<file path="src/rtl/agt_pkg.sv">
package agt_pkg;

    // Width of an index into a ring of n entries (at least one bit).
    function automatic int unsigned idx_width(int unsigned n);
        return (n > 1) ? $clog2(n) : 1;
    endfunction

endpackage

</file>
<file path="src/rtl/agt_outstanding.sv">
module agt_outstanding #(
    parameter int OW = 4
) (
    input  logic          clk,
    input  logic          rst_n,
    input  logic          commit_ok,
    input  logic          done,
    output logic [OW-1:0] cnt_o,
    output logic          retire_o,
    output logic          ovf_o
);
    localparam logic [OW-1:0] CNT_MAX = {OW{1'b1}};

    typedef struct packed {
        logic [OW-1:0] cnt;
        logic          ovf;
    } cnt_st_t;

    cnt_st_t st_d, st_q;
    logic    retire;

    always_comb begin
        st_d   = st_q;
        retire = done && (st_q.cnt != '0);
        if (commit_ok && !retire) begin
            if (st_q.cnt == CNT_MAX) st_d.ovf = 1'b1;
            else                     st_d.cnt = st_q.cnt + 1'b1;
        end else if (!commit_ok && retire) begin
            st_d.cnt = st_q.cnt - 1'b1;
        end
    end

    always_ff @(posedge clk or negedge rst_n) begin
        if (!rst_n) st_q <= '0;
        else        st_q <= st_d;
    end

    assign cnt_o    = st_q.cnt;
    assign retire_o = retire;
    assign ovf_o    = st_q.ovf;

    AST_NO_OVERFLOW: assert property (@(posedge clk) disable iff (!rst_n)
        (commit_ok && !done && cnt_o == CNT_MAX) |=> (ovf_o && cnt_o == CNT_MAX));
    AST_OVF_STICKY: assert property (@(posedge clk) disable iff (!rst_n)
        ovf_o |=> ovf_o);
    AST_CNT_IDLE: assert property (@(posedge clk) disable iff (!rst_n)
        (!commit_ok && !done) |=> $stable(cnt_o));
    AST_SPURIOUS_DONE: assert property (@(posedge clk) disable iff (!rst_n)
        (done && !commit_ok && cnt_o == '0) |=> (cnt_o == '0));

endmodule

</file>
<file path="src/rtl/agt_release.sv">
module agt_release #(
    parameter int STAGES = 4,
    parameter int PW     = 5
) (
    input  logic                               clk,
    input  logic                               rst_n,
    input  logic                               retire,
    input  logic                               grant,
    output logic                               rel_valid_o,
    output logic [agt_pkg::idx_width(STAGES)-1:0] rel_slot_o
);
    localparam int SW = agt_pkg::idx_width(STAGES);
    localparam logic [SW-1:0] SLOT_LAST = SW'(STAGES - 1);

    typedef struct packed {
        logic [PW-1:0] unauth;  // retired, not yet covered by a grant
        logic [PW-1:0] pend;    // authorised, not yet released
        logic [SW-1:0] slot;    // slot of the next release
    } rel_st_t;

    rel_st_t st_d, st_q;
    logic    rel;

    always_comb begin
        st_d        = st_q;
        rel         = (st_q.pend != '0);
        st_d.unauth = (grant ? '0 : st_q.unauth) + PW'(retire);
        st_d.pend   = st_q.pend - PW'(rel) + (grant ? st_q.unauth : '0);
        if (rel) st_d.slot = (st_q.slot == SLOT_LAST) ? '0 : st_q.slot + 1'b1;
    end

    always_ff @(posedge clk or negedge rst_n) begin
        if (!rst_n) st_q <= '0;
        else        st_q <= st_d;
    end

    assign rel_valid_o = rel;
    assign rel_slot_o  = st_q.slot;

    AST_REL_AFTER_GRANT: assert property (@(posedge clk) disable iff (!rst_n)
        $rose(rel_valid_o) |-> $past(grant));
    AST_REL_ORDER: assert property (@(posedge clk) disable iff (!rst_n)
        rel_valid_o |=> (!rel_valid_o ||
            rel_slot_o == (($past(rel_slot_o) == SLOT_LAST) ? '0 : $past(rel_slot_o) + 1'b1)));

endmodule

</file>
<file path="src/rtl/async_group_tracker.sv">
module async_group_tracker #(
    parameter int STAGES = 4,
    parameter int OW     = 4,
    localparam int SW    = agt_pkg::idx_width(STAGES)
) (
    input  logic          clk,
    input  logic          rst_n,
    input  logic          fence_i,
    input  logic          issue_i,
    input  logic          commit_i,
    input  logic          wait_i,
    input  logic [OW-1:0] wait_thr_i,
    input  logic          done_i,
    output logic          issue_go_o,
    output logic          issue_accum_o,
    output logic          wait_go_o,
    output logic [OW-1:0] out_cnt_o,
    output logic          rel_valid_o,
    output logic [SW-1:0] rel_slot_o,
    output logic          ovf_err_o,
    output logic          proto_err_o
);
    localparam int PW = OW + 2;

    typedef struct packed {
        logic open;
        logic first;
        logic perr;
    } top_st_t;

    top_st_t       st_d, st_q;
    logic          issue_ok, commit_ok, grant, rearm, retire;
    logic [OW-1:0] cnt;

    always_comb begin
        st_d      = st_q;
        issue_ok  = issue_i && st_q.open;
        commit_ok = commit_i && st_q.open;
        grant     = wait_i && (cnt <= wait_thr_i);
        rearm     = grant && (wait_thr_i == '0);
        if (commit_ok)    st_d.open = 1'b0;
        else if (fence_i) st_d.open = 1'b1;
        if (rearm)         st_d.first = 1'b1;
        else if (issue_ok) st_d.first = 1'b0;
        if ((issue_i && !st_q.open) || (commit_i && !st_q.open) || (done_i && cnt == '0))
            st_d.perr = 1'b1;
    end

    always_ff @(posedge clk or negedge rst_n) begin
        if (!rst_n) st_q <= '{open: 1'b0, first: 1'b1, perr: 1'b0};
        else        st_q <= st_d;
    end

    agt_outstanding #(.OW(OW)) u_outstanding (
        .clk       (clk),
        .rst_n     (rst_n),
        .commit_ok (commit_ok),
        .done      (done_i),
        .cnt_o     (cnt),
        .retire_o  (retire),
        .ovf_o     (ovf_err_o)
    );

    agt_release #(.STAGES(STAGES), .PW(PW)) u_release (
        .clk         (clk),
        .rst_n       (rst_n),
        .retire      (retire),
        .grant       (grant),
        .rel_valid_o (rel_valid_o),
        .rel_slot_o  (rel_slot_o)
    );

    assign issue_go_o    = issue_ok;
    assign issue_accum_o = issue_ok && !st_q.first;
    assign wait_go_o     = grant;
    assign out_cnt_o     = cnt;
    assign proto_err_o   = st_q.perr;

    AST_CLOSED_REFUSES: assert property (@(posedge clk) disable iff (!rst_n)
        (commit_i && issue_go_o && !fence_i) |=> !issue_go_o);
    AST_PERR_STICKY: assert property (@(posedge clk) disable iff (!rst_n)
        proto_err_o |=> proto_err_o);
    AST_FIRST_OVERWRITES: assert property (@(posedge clk) disable iff (!rst_n)
        ($past(wait_go_o && wait_thr_i == '0) && issue_go_o) |-> !issue_accum_o);
    AST_DRAIN_EMPTY: assert property (@(posedge clk) disable iff (!rst_n)
        (wait_go_o && wait_thr_i == '0) |-> (out_cnt_o == '0));

endmodule

</file>
<file path="config.mk">
export PLATFORM = sky130hd
export DESIGN_NAME = async_group_tracker
export DESIGN_NICKNAME = d
export VERILOG_FILES = /design/src/rtl/agt_pkg.sv /design/src/rtl/agt_outstanding.sv /design/src/rtl/agt_release.sv /design/src/rtl/async_group_tracker.sv
export SDC_FILE = /design/constraint.sdc
export NUM_CORES = 1
export LEC_CHECK = 0
export BUFFER_PORTS_ARGS = -buffer_cell sky130_fd_sc_hd__buf_4
export CORE_MARGIN = 2
export CORE_UTILIZATION = 51
export DETAILED_ROUTE_END_ITERATION = 8
export PLACE_DENSITY = 0.73
export SETUP_SLACK_MARGIN = 0.3
export SLEW_MARGIN = 20
export SYNTH_ARGS = -nofsm -noshare
export SYNTH_HDL_FRONTEND = slang
export SYNTH_SLANG_ARGS = --single-unit
</file>
<file path="constraint.sdc">
create_clock -name clk -period 6.5 [get_ports clk]
set_input_delay 0.65 -clock clk [delete_from_list [all_inputs] [get_ports clk]]
set_output_delay 0.65 -clock clk [all_outputs]
set_load 0.02 [all_outputs]
</file>
---- Word level (Yosys, flattened, before mapping) ----
Cells that the tools add are included.
Widths: inputs -> output; s select.
cells by class
  add/subtract/negate cells ............... 6
  magnitude comparators ................... 1
  equal/unequal tests ..................... 3
  muxes and demuxes ....................... 10
  reduce and logical (&&, ||, !) cells .... 26
operators with widths
  operator             number
  $mux 4               3
  $mux 6               2
  $logic_and 1x1->1    11
  $logic_not 4->1      2
  $add 6x1->6          1
  $add 6x6->6          1
  $reduce_bool 2->1    3
  $reduce_bool 6->1    1
  $sub 6x1->6          1
  $add 4x1->4 const B  1
  $eq 4x4->1 const B   1
  $le 4x4->1           1
  $logic_not 1->1      4
  $mux 1               4
  $reduce_and 2->1     2
  $reduce_bool 4->1    1
  $sub 4x1->4 const B  1
  $add 2x1->2 const B  1
  $eq 2x2->1 const B   1
  $logic_or 1x1->1     2
  $mux 2               1
  $ne 2x2->1 const B   1
word-level totals
  register bits ........................... 22
  input port bits ......................... 11
  output and inout port bits .............. 12
  logic and storage cells ................. 54

---- Depth between registers and ports, before layout ----
Gate-level depths: netlist (run 1).
  depth in word-level cells ............... 6
  gate-level depth with buffers ........... 15

---- Hierarchy ----
Synthesis (run 1) repeated with hierarchy kept, for this count alone.
second synthesis, totals
  cell total of the unflattened synthesis .. 145
  area total of the unflattened synthesis .. 1486.4 um2
modules (own cells, without submodules)
  module               times used  cells each  area an instance (um2)  seq. area each (um2)
  agt_release          1           85          867.1                   350.3
  agt_outstanding      1           29          344.1                   125.1
  async_group_tracker  1           31          275.3                   76.3

---- Least setup slack after synthesis (run 1) ----
No wires, ideal clock.
  kind .................................... input to register
  start ................................... in wait_thr_i[1]
  end ..................................... reg u_release.st_q[7] (netlist name)
  library setup time ...................... 124 ps
  data arrival time ....................... 3281 ps
  path slack .............................. 3094 ps
  stages .................................. 15
  path buffers ............................ 1
  path through ............................ inv_1 -> ha_1 -> nor2b_1 -> o211ai_1 -> a31o_2 -> clkbuf_1 -> nand2_1 -> ha_1 -> inv_1 -> ha_1 -> a21o_1 -> a21oi_1 -> o21bai_1 -> a21oi_1 -> xnor2_1
RTL lines
  what                    line                       source
  start: declaration      async_group_tracker.sv:12  input logic [OW-1:0] wait_thr_i,
  end signal: assignment  agt_release.sv:34          else st_q <= st_d;
  end: declaration        agt_release.sv:21          rel_st_t st_d, st_q;

==> reports/metrics.yaml, run 1 <==
worst_setup_path:
  r2r_setup_slack_ps: 3370
  endpoint_kind: "flop"
  cp_slowest_stage_delay_ps: 530
  arrival_ps: 3370
  r2r-start: "u_outstanding.cnt_o[1]"
  path_max_fanout: 13
  cp.required_ps: 6740
  path_cells: "ha_1, nor2b_1, o211ai_1, a31o_2, nand2_1, ha_1, inv_1, ha_1, a21o_1, a21oi_1, o21bai_1, a21oi_1, xnor2_1"
  cp_common_cell: "ha_1"
  worst-setup-path-type: "reg2reg"
  cp-startpoint: "u_outstanding.cnt_o[1]"
  crit_slowest_cell: "dfrtp_1"
  crit_path_start_kind: "flop"
drt:
  firstDrtPassIters: 4
  drt_drc_violations_left: 0
  wire_per_inst_um: 12.4
  drt-total-wl_um: 2400
  wl_met1_um: 1080
  drtIter0Drc: 17
  vias_per_cell: 5.08
  vias: 986
  wl_met2_um: 1220
  antenna_left: 0
  wl_met3_um: 89
  top_layer: "met4"
power_and_ir_drop:
  share_seq_of_total_power: 0.324
  p_sw_mw: 0.313
  switching_share: 0.412
  irDropWorstVdd_v: 0.000353
  power_leakage_nw: 0.863
  pwr-share-clk: 0.098
  p_per_area_mw_per_mm2: 463
  p_comb_frac: 0.577
  fin_total_pwr_mw: 0.758
  p_int_mw: 0.445
floorplanning:
  ios: 23
  rows: 19
  core_mm2: 0.00269
  start_util: 0.527
  fp.dieH_um: 56.7
  die_x_um: 56.7
  dieArea_mm2: 0.00321
placed_design:
  dp_hpwl_um: 1950
  place_ws_ps: 3100
  dp.cells: 190
  io_buffers: 22
  place.gp.congestion: 0.800
cts:
  cts_tree: "done"
  postCtsHoldBufs: 0
  numCtsBuffers: 3
  ctsResizeCount: 0
  clock_path_buffers: 2
  cts_sinks: 22
  clk_pin_slew_ps: 120
  worstSkewPairLatency_ps: 300
  cts_max_level: 1
  post_cts_buffers: 0
  root_buffer: "clkbuf_4"
synthesis:
  synthCells: 140
  yosysUniqueCellTypes: 34
  yosys_warnings: 0
  yosysTopAreaCell: "dfrtp_1"
  ys_seq_area_frac: 0.390
  synthesis.nets: 172
  synth_seq_cells: 22
  ys_top_cells_by_area: "dfrtp_1, ha_1, inv_1, xnor2_1, fa_1"
  synth_edf_count: 0
  synth.top_cell.area_share: 0.371
  synth_ff_type: "dfrtp_1"
  async_flop_share: 1.00
  synth.avg_cell_area_um2: 10.1
  yosysMostFrequentCell: "inv_1"
  netlist_top_cells_count: "inv_1, dfrtp_1, ha_1"
  synth_area_mm2: 0.00142
sta:
  post-route-period-util: 0.482
  rsz0062_at_grt: "no"
  setup_slack_ps: 3370
  tightestPinTransition_ps: 338
  finalSetupViolCount: 0
  relSlewSlack: 0.773
  period_needed_ps: 3130
  finalHoldViolCount: 0
  finalSetupTns_ps: 0
  finalMaxSlewViolations: 0
  fmax_mhz: 319
  clock_skew_ps: 0.846
global_route:
  grt_pass1_vias: 1011
  grt_pass1_wl_um: 4280
  grt_max_degree: 23
  antenna_found_initial: 0
  grt_usage: 0.170
  overflow: 0
status:
  status: "completed"
finish:
  instances_no_fill: 194
  regArea_um2: 552
  synthToLayoutAreaGrowth_pct: 15.6
  num-nets-final: 196
  fillers: 234
  multi_input_area_um2: 752
  diodes: 0
  drive_above_1_share: 0.209
flow_run:
  max-cap-violations: 0
min_path:
  min_path_type: "in2async"
[layout make-up]
cell class / count / share of cell area
Clock buffer: 4 / 0.0222
Inverter: 25 / 0.0573
Tap cell: 31 / 0.0237
Sequential cell: 22 / 0.337
Multi-Input combinational cell: 90 / 0.459
Timing Repair Buffer: 22 / 0.101
[logic make-up (layout without fill, tap and decap cells)]
group,Yosys count,after routing,synth area share
xor gates and xnor gates,13,13,0.0804
adders and majority gates,21,21,0.196
and+or+nand+nor,34,34,0.125
AOI/OAI and AO/OA,16,16,0.0839
buffers and inverters,28,51,0.0795
muxes,6,6,0.0459
DFF,22,22,0.390
[per-stage QoR]
| step | instance area [um2] | util | hold slack, ps |
|---|---|---|---|
| final | 1640 | 0.610 | 213 |
| after global routing | 1640 | 0.610 | 203 |
| after CTS | 1640 | 0.610 | 213 |
| after detailed placement | 1600 | 0.596 | 461 |
| after global placement | 1600 | 0.596 | 451 |
| after floorplan | 1420 | - | 354 |
[cell usage in the layout (no fill, tap or decap), types with 3 or more instances in the layout]
cell	instances
dfrtp_1	21
inv_1	25
nor4_1	3
ha_1	19
clkbuf_4	3
xor2_1	4
nand2_1	8
xnor2_1	9
buf_4	22
a21oi_1	5
nor2b_1	3
nand3_1	3
nor2_1	9
[layer usage]
| metal | vias to the layer above | GRT usage |
|---|---|---|
| li1 | 508 | - |
| met3 | 2 | 0.0415 |
| met5 | - | 0 |
| met2 | 14 | 0.309 |
| met4 | 0 | 0.0204 |
| met1 | 462 | 0.208 |
[registers in the layout (all words and copies together), names as in the netlist]
name,flops
u_release.rel_slot_o,2
proto_err_o,1
st_q,2
u_outstanding.cnt_o,4
u_outstanding.ovf_o,1
u_release.st_q,12
[power groups by stage]
stage,Clock [mW],Combinational (mW),Sequential [mW]
3_5_place_dp,0,0.442,0.248
2_1_floorplan,0,0.325,0.257
6_report,0.0745,0.438,0.246
5_1_grt,0.0831,0.501,0.255
4_1_cts,0.0780,0.445,0.246
3_3_place_gp,0,0.425,0.248
[worst max-delay path: cells and delay by family (launching register included)]
family / cells / cell delay (ps)
AO/OA/AOI/OAI: 6 / 1220
flip-flops: 1 / 530
adder cells (fa/ha/maj): 3 / 900
AND/OR/NAND/NOR: 2 / 220
XOR/XNOR: 1 / 130
buffers and inverters: 1 / 60
[final timing paths]
kind / cells past startpoint / endpoint
worst max-delay path: 13 / u_release.st_q[7]
worst min-delay path: 1 / proto_err_o
worst max register to register: 13 / u_release.st_q[7]
worst min register to register: 1 / proto_err_o
max in group asynchronous: 1 / st_q[1]
min in group clk: 1 / proto_err_o
Power figures use the tool's default switching activity.
==> run 2: changes to the inputs <==
==> constraint.sdc (replaced) <==
create_clock -name clk -period 2.95 [get_ports clk]
set_input_delay 0.295 -clock clk [delete_from_list [all_inputs] [get_ports clk]]
set_output_delay 0.295 -clock clk [all_outputs]
set_load 0.02 [all_outputs]
==> reports/metrics.yaml, run 2 (synthesized netlist as in run 1, its figures left out) <==
status:
  status: "completed"
sta:
  tightestPinTransition_ps: 345  # +7.05 ps
  clock_skew_ps: 9.47  # +8.62 ps
  finalSetupViolCount: 0  # unchanged
  finalSetupTns_ps: 0  # unchanged
  rsz0062_at_grt: "yes"
  post-route-period-util: 0.885  # +0.403
  finalMaxSlewViolations: 0  # unchanged
  fmax_mhz: 383  # +20%
  relSlewSlack: 0.768  # -0.00475
  period_needed_ps: 2610  # -521 ps
  finalHoldViolCount: 0  # unchanged
worst_setup_path:
  cp-startpoint: "u_outstanding.cnt_o[3]"
  path_cells: "ha_1, nand4_1, nor2_1, a31o_4, nand2_4, ha_4, inv_2, ha_4, a21o_1, a21oi_2, o21bai_1, a21oi_2, xnor2_1"
  crit_path_start_kind: "flop"
  cp_slowest_stage_delay_ps: 470  # -60 ps
  crit_slowest_cell: "dfrtp_2"
  path_max_fanout: 8  # -5
  endpoint_kind: "flop"
  r2r_cells: 13  # unchanged
  r2r_setup_slack_ps: 340  # -3030 ps
  arrival_ps: 2840  # -530 ps
  worst-setup-path-type: "reg2reg"
  reg2reg_to: "u_release.st_q[7]"
  critPathCapture: "u_release.st_q[7]"
  r2r-start: "u_outstanding.cnt_o[3]"
  cp.required_ps: 3180  # -3560 ps
placed_design:
  dp.cells: 191  # +0.53%
  place.gp.congestion: 0.837  # +4.6%
  dp_hpwl_um: 2100  # +7.6%
  io_buffers: 22  # unchanged
cts:
  cts_max_level: 1  # unchanged
  worstSkewPairLatency_ps: 310  # about the same
  root_buffer: "clkbuf_4"
  cts_tree: "done"
  numCtsBuffers: 3  # unchanged
  clk_pin_slew_ps: 130  # about the same
  clock_path_buffers: 2  # unchanged
  cts_sinks: 22  # unchanged
power_and_ir_drop:
  switching_share: 0.394  # -0.0189
  p_per_area_mw_per_mm2: 1100  # +140%
  pwr-share-clk: 0.113  # +0.015
  share_seq_of_total_power: 0.263  # -0.061
  p_sw_mw: 0.799  # +160%
  p_comb_frac: 0.624  # +0.047
  p_int_mw: 1.23  # +180%
  power_leakage_nw: 0.933  # +8.0%
  irDropWorstVdd_v: 0.000728  # +110%
floorplanning:
  ios: 23  # unchanged
  start_util: 0.527  # unchanged
  dieArea_mm2: 0.00321  # unchanged
  rows: 19  # unchanged
  core_mm2: 0.00269  # unchanged
  fp.dieH_um: 56.7  # unchanged
  die_x_um: 56.7  # unchanged
finish:
  final_cell_mix: "buf_4, inv_1, dfrtp_1"
  drive_above_1_share: 0.339  # +0.130
  largest-register: "u_release.st_q"
  layout_commonest_cell: "buf_4"
  num-nets-final: 207  # +5.6%
  instances_no_fill: 205  # +5.7%
  fillers: 220  # -6.0%
  synthToLayoutAreaGrowth_pct: 30.0
  largest_register_ffs: 12  # unchanged
  diodes: 0  # unchanged
drt:
  drt-total-wl_um: 2770  # +15%
  vias_per_cell: 5.21  # +2.6%
  antenna_left: 0  # unchanged
  drt_drc_violations_left: 0  # unchanged
  wire_per_inst_um: 13.5  # +9.0%
  drtIter0Drc: 25  # +8
  vias: 1069  # +8.4%
  firstDrtPassIters: 2  # -2
min_path:
  min_path_type: "in2reg"
global_route:
  grt_usage: 0.192  # +0.0221
  grt_pass1_wl_um: 4710  # +10%
  grt_pass1_vias: 1073  # +6.1%
  antenna_found_initial: 0  # unchanged
  overflow: 0  # unchanged
  grt_max_degree: 23  # unchanged
flow_run:
  max-cap-violations: 0  # unchanged
## run 2: cell count changes in the layout (fill, tap and decap cells not counted), moves of 3 or more
cell,delta
a21oi_1,-3
a21oi_2,+3
buf_4,+10
dfrtp_1,-3
dfrtp_2,+3
ha_1,-5
ha_4,+5
## run 2: how the worst min path moves through the flow
stage                                   to  cells after the start  startpoint  slack [ps]
finish                             st_q[2]                      2    commit_i         160
global route                       st_q[2]                      2    commit_i         160
CTS                                st_q[2]                      2    commit_i         150
detailed placement  u_outstanding.cnt_o[0]                      1       rst_n         200
global placement    u_outstanding.cnt_o[2]                      1       rst_n         200
floorplan                      proto_err_o                      0       rst_n        -0.6
## run 2: timing repair
| item | CTS | global route |
|---|---|---|
| buffers inserted | 6 | 3 |
| resized for setup | 3 | 4 |
| endpoints found under the setup margin | 2 | 2 |
| hold buffers | 1 | 0 |
| hold endpoints to repair | 21 | 0 |
| pin swaps | 9 | 8 |
## run 2: cell type report
cell class | instances | area (um2) | share of cell area
clock buffer | 3 | 22.5 | 0.0122
clock inverter | 1 | 30.0 | 0.0163
tap | 31 | 38.8 | 0.0211
inverter | 25 | 93.8 | 0.0510
sequential | 22 | 556 | 0.302
timing repair buffer | 33 | 250 | 0.136
multi-input combinational | 90 | 851 | 0.462
## run 2: critical path: cells and delay by family, from the launching register on
kind	cells	cell delay, ps
flip-flops	1	470
XOR/XNOR	1	120
adder cells (fa/ha/maj)	3	810
AO/OA/AOI/OAI	5	710
buffers and inverters	1	40
AND/OR/NAND/NOR	3	380
## run 2: metrics by stage
step	setup slack, ps	cell area, um2	total power, mW	util	hold WS, ps
floorplan	237	1490	1.38	-	-0.591
global route	211	1840	2.23	0.686	164
global placement	285	1670	1.60	0.623	200
CTS	314	1810	1.99	0.672	152
detailed placement	199	1670	1.65	0.623	200
finish	340	1840	2.03	0.686	164
## run 2: power by group through the flow
| stage | combinational (mW) | clock (mW) | sequential, mW |
|---|---|---|---|
| floorplan | 0.808 | 0 | 0.576 |
| global placement | 1.05 | 0 | 0.552 |
| detailed placement | 1.09 | 0 | 0.559 |
| CTS | 1.22 | 0.238 | 0.528 |
| global route | 1.43 | 0.248 | 0.552 |
| finish | 1.27 | 0.229 | 0.534 |
## run 2: layer usage
metal | track usage | routed length [um]
met5 | 0 | 0
met4 | 0.105 | 84
met3 | 0.0392 | 73
met2 | 0.297 | 1330
met1 | 0.250 | 1270
==> run 3: changes to the inputs <==
--- a/config.mk
+++ b/config.mk
@@ -5,6 +5,7 @@
 export SDC_FILE = /design/constraint.sdc
 export NUM_CORES = 1
 export LEC_CHECK = 0
+export ABC_AREA = 1
 export BUFFER_PORTS_ARGS = -buffer_cell sky130_fd_sc_hd__buf_4
 export CORE_MARGIN = 2
 export CORE_UTILIZATION = 51
==> reports/metrics.yaml, run 3 <==
global_route:
  grt_pass1_vias: 1226  # +14%
  grt_pass1_wl_um: 5400  # +15%
  overflow: 0  # unchanged
  grt_usage: 0.205  # +0.0126
  grt_max_degree: 23  # unchanged
  antenna_found_initial: 0  # unchanged
finish:
  final_cell_mix: "inv_1, buf_4, nand2_1"
  fillers: 213  # -3.2%
  diodes: 0  # unchanged
  instances_no_fill: 244  # +19%
  largest-register: "u_release.st_q"
  utilization: 0.698  # +0.0129
  largest_register_ffs: 12  # unchanged
  drive_above_1_share: 0.338  # -0.00105
  num-nets-final: 246  # +19%
  synthToLayoutAreaGrowth_pct: 28.8
  multi_input_area_um2: 896  # +5.3%
  regArea_um2: 557  # +0.23%
  layout_commonest_cell: "inv_1"
sta:
  finalSetupViolCount: 0  # unchanged
  period_needed_ps: 2620  # +11.0 ps
  clock_skew_ps: 3.68  # -5.79 ps
  post-route-period-util: 0.888  # +0.00374
  rsz0062_at_grt: "yes"
  finalSetupTns_ps: 0  # unchanged
  finalMaxSlewViolations: 0  # unchanged
  relSlewSlack: 0.809  # +0.0416
  fmax_mhz: 382  # -0.42%
  tightestPinTransition_ps: 283  # -61.9 ps
  setup_slack_ps: 329  # -11.0 ps
  finalHoldViolCount: 0  # unchanged
power_and_ir_drop:
  p_per_area_mw_per_mm2: 1120  # +1.3%
  irDropWorstVdd_v: 0.000657  # -9.7%
  power_leakage_nw: 1.01  # +8.8%
worst_setup_path:
  crit_path_start_kind: "flop"
  cp_common_cell: "nand2_2"
  worst-setup-path-type: "reg2reg"
  cp_slowest_stage_delay_ps: 480  # about the same
  path_max_fanout: 4  # -4
  path_cells: "ha_4, nand2_2, nand2_1, nand2_1, nand2_2, a21boi_4, nand2_2, ha_4, inv_1, ha_1, nand3_2, nand3_2, nand2_2, nand2_2, a21oi_2, inv_1, nand3_1, nand2_1"
  crit_slowest_cell: "dfrtp_2"
  endpoint_kind: "flop"
  arrival_ps: 2850  # about the same
  cp.required_ps: 3180  # about the same
floorplanning:
  ios: 23  # unchanged
  rows: 19  # unchanged
  die_x_um: 58.6  # +3.4%
  start_util: 0.542  # +0.0151
  fp.dieH_um: 58.6  # +3.4%
  core_mm2: 0.00281  # +4.4%
  dieArea_mm2: 0.00344  # +6.9%
drt:
  vias_per_cell: 5.13  # -1.7%
  wire_per_inst_um: 13.2  # -2.0%
  drtIter0Drc: 49  # +96%
  drt_drc_violations_left: 0  # unchanged
  antenna_left: 0  # unchanged
  firstDrtPassIters: 4  # +2
  drt-total-wl_um: 3230  # +17%
  vias: 1251  # +17%
synthesis:
  async_flop_share: 1.00  # unchanged
  yosysUniqueCellTypes: 29  # -15%
  yosysMostFrequentCell: "inv_1"
  ys_seq_area_frac: 0.363  # -0.0269
  synth_area_mm2: 0.00152  # +7.4%
  synth_edf_count: 0  # unchanged
  synth_seq_cells: 22  # unchanged
  synth.top_cell.area_share: 0.345  # -0.0256
  yosysTopAreaCell: "dfrtp_1"
  yosys_warnings: 0  # unchanged
  synthCells: 177  # +26%
  ys_top_cells_by_area: "dfrtp_1, ha_1, inv_1, nand2_1, nand3_1"
  netlist_top_cells_count: "inv_1, nand2_1, dfrtp_1"
  synth.avg_cell_area_um2: 8.60  # -15%
  synthesis.nets: 209  # +22%
  synth_ff_type: "dfrtp_1"
placed_design:
  dp.cells: 228  # +19%
  dp_hpwl_um: 2400  # +14%
  place.gp.congestion: 0.743  # -11%
  place_ws_ps: 211  # +12.0 ps
  io_buffers: 22  # unchanged
cts:
  cts_max_level: 1  # unchanged
  cts_tree: "done"
  numCtsBuffers: 3  # unchanged
  clock_path_buffers: 2  # unchanged
  cts_sinks: 22  # unchanged
  clk_pin_slew_ps: 130  # about the same
  root_buffer: "clkbuf_4"
  worstSkewPairLatency_ps: 320  # about the same
flow_run:
  max-cap-violations: 0  # unchanged
status:
  status: "completed"
min_path:
  min_path_type: "in2reg"
## run 3: cells by family (layout without fill, tap and decap cells)
group | Yosys count | in the layout | synth area share
XOR/XNOR | 9 | 9 | 0.0518
AO/OA/AOI/OAI | 18 | 18 | 0.0757
adder cells (fa/ha/maj) | 21 | 21 | 0.183
flip-flops | 22 | 22 | 0.363
buffers and inverters | 43 | 79 | 0.111
AND/OR/NAND/NOR | 64 | 64 | 0.216
## run 3: stage by stage
stage	hold slack, ps	total power, mW	cell area [um2]
floorplan	-0.591	1.42	1590
global placement	200	1.64	1780
detailed placement	203	1.72	1780
CTS	107	1.98	1850
global route	112	2.38	1960
finish	114	2.19	1960
## run 3: power breakdown
group          leakage [nW]  total [mW]  switching, mW  internal, mW
combinational         0.727        1.42          0.763         0.656
clock                0.0279       0.237         0.0991         0.137
sequential            0.260       0.533          0.100         0.432
## run 3: worst max-delay path: cells and delay by family (launching register included)
family / cells / cell delay, ps
simple gates: 11 / 820
fa+ha+maj: 3 / 810
flops: 1 / 480
compound gates: 2 / 350
buf+inv: 2 / 100
## run 3: timing repair
item | 4_1_cts | 5_1_grt
buffers inserted | 2 | 9
setup endpoints to repair | 1 | 2
hold buffers | 1 | 0
hold endpoints to repair | 21 | 0
resized for setup | 0 | 11
pin swaps | 1 | 7
## run 3: path summary, 6_finish.rpt
check	start	endpoint	slack [ps]	cells after the start
worst max-delay path	u_outstanding.cnt_o[1]	u_release.st_q[7]	330	18
worst min-delay path	wait_thr_i[0]	st_q[1]	110	2
worst max register to register	u_outstanding.cnt_o[1]	u_release.st_q[7]	330	18
worst min register to register	proto_err_o	proto_err_o	490	2
max in group asynchronous	rst_n	st_q[1]	2280	2
min in group asynchronous	rst_n	u_release.rel_slot_o[1]	390	2
## run 3: cell type report
class,count,share of cell area
inverter,41,0.0785
sequential,22,0.284
clock buffer,3,0.0115
timing repair buffer,34,0.133
tap,31,0.0198
clock inverter,1,0.0153
multi-input combinational,112,0.457
## run 3: layer usage
metal	part of all wire	track usage	vias to the layer above
met5	0	0	-
met4	0.016	0.0747	0
met3	0.017	0.0220	6
met2	0.54	0.368	21
met1	0.43	0.254	598
li1	-	-	626
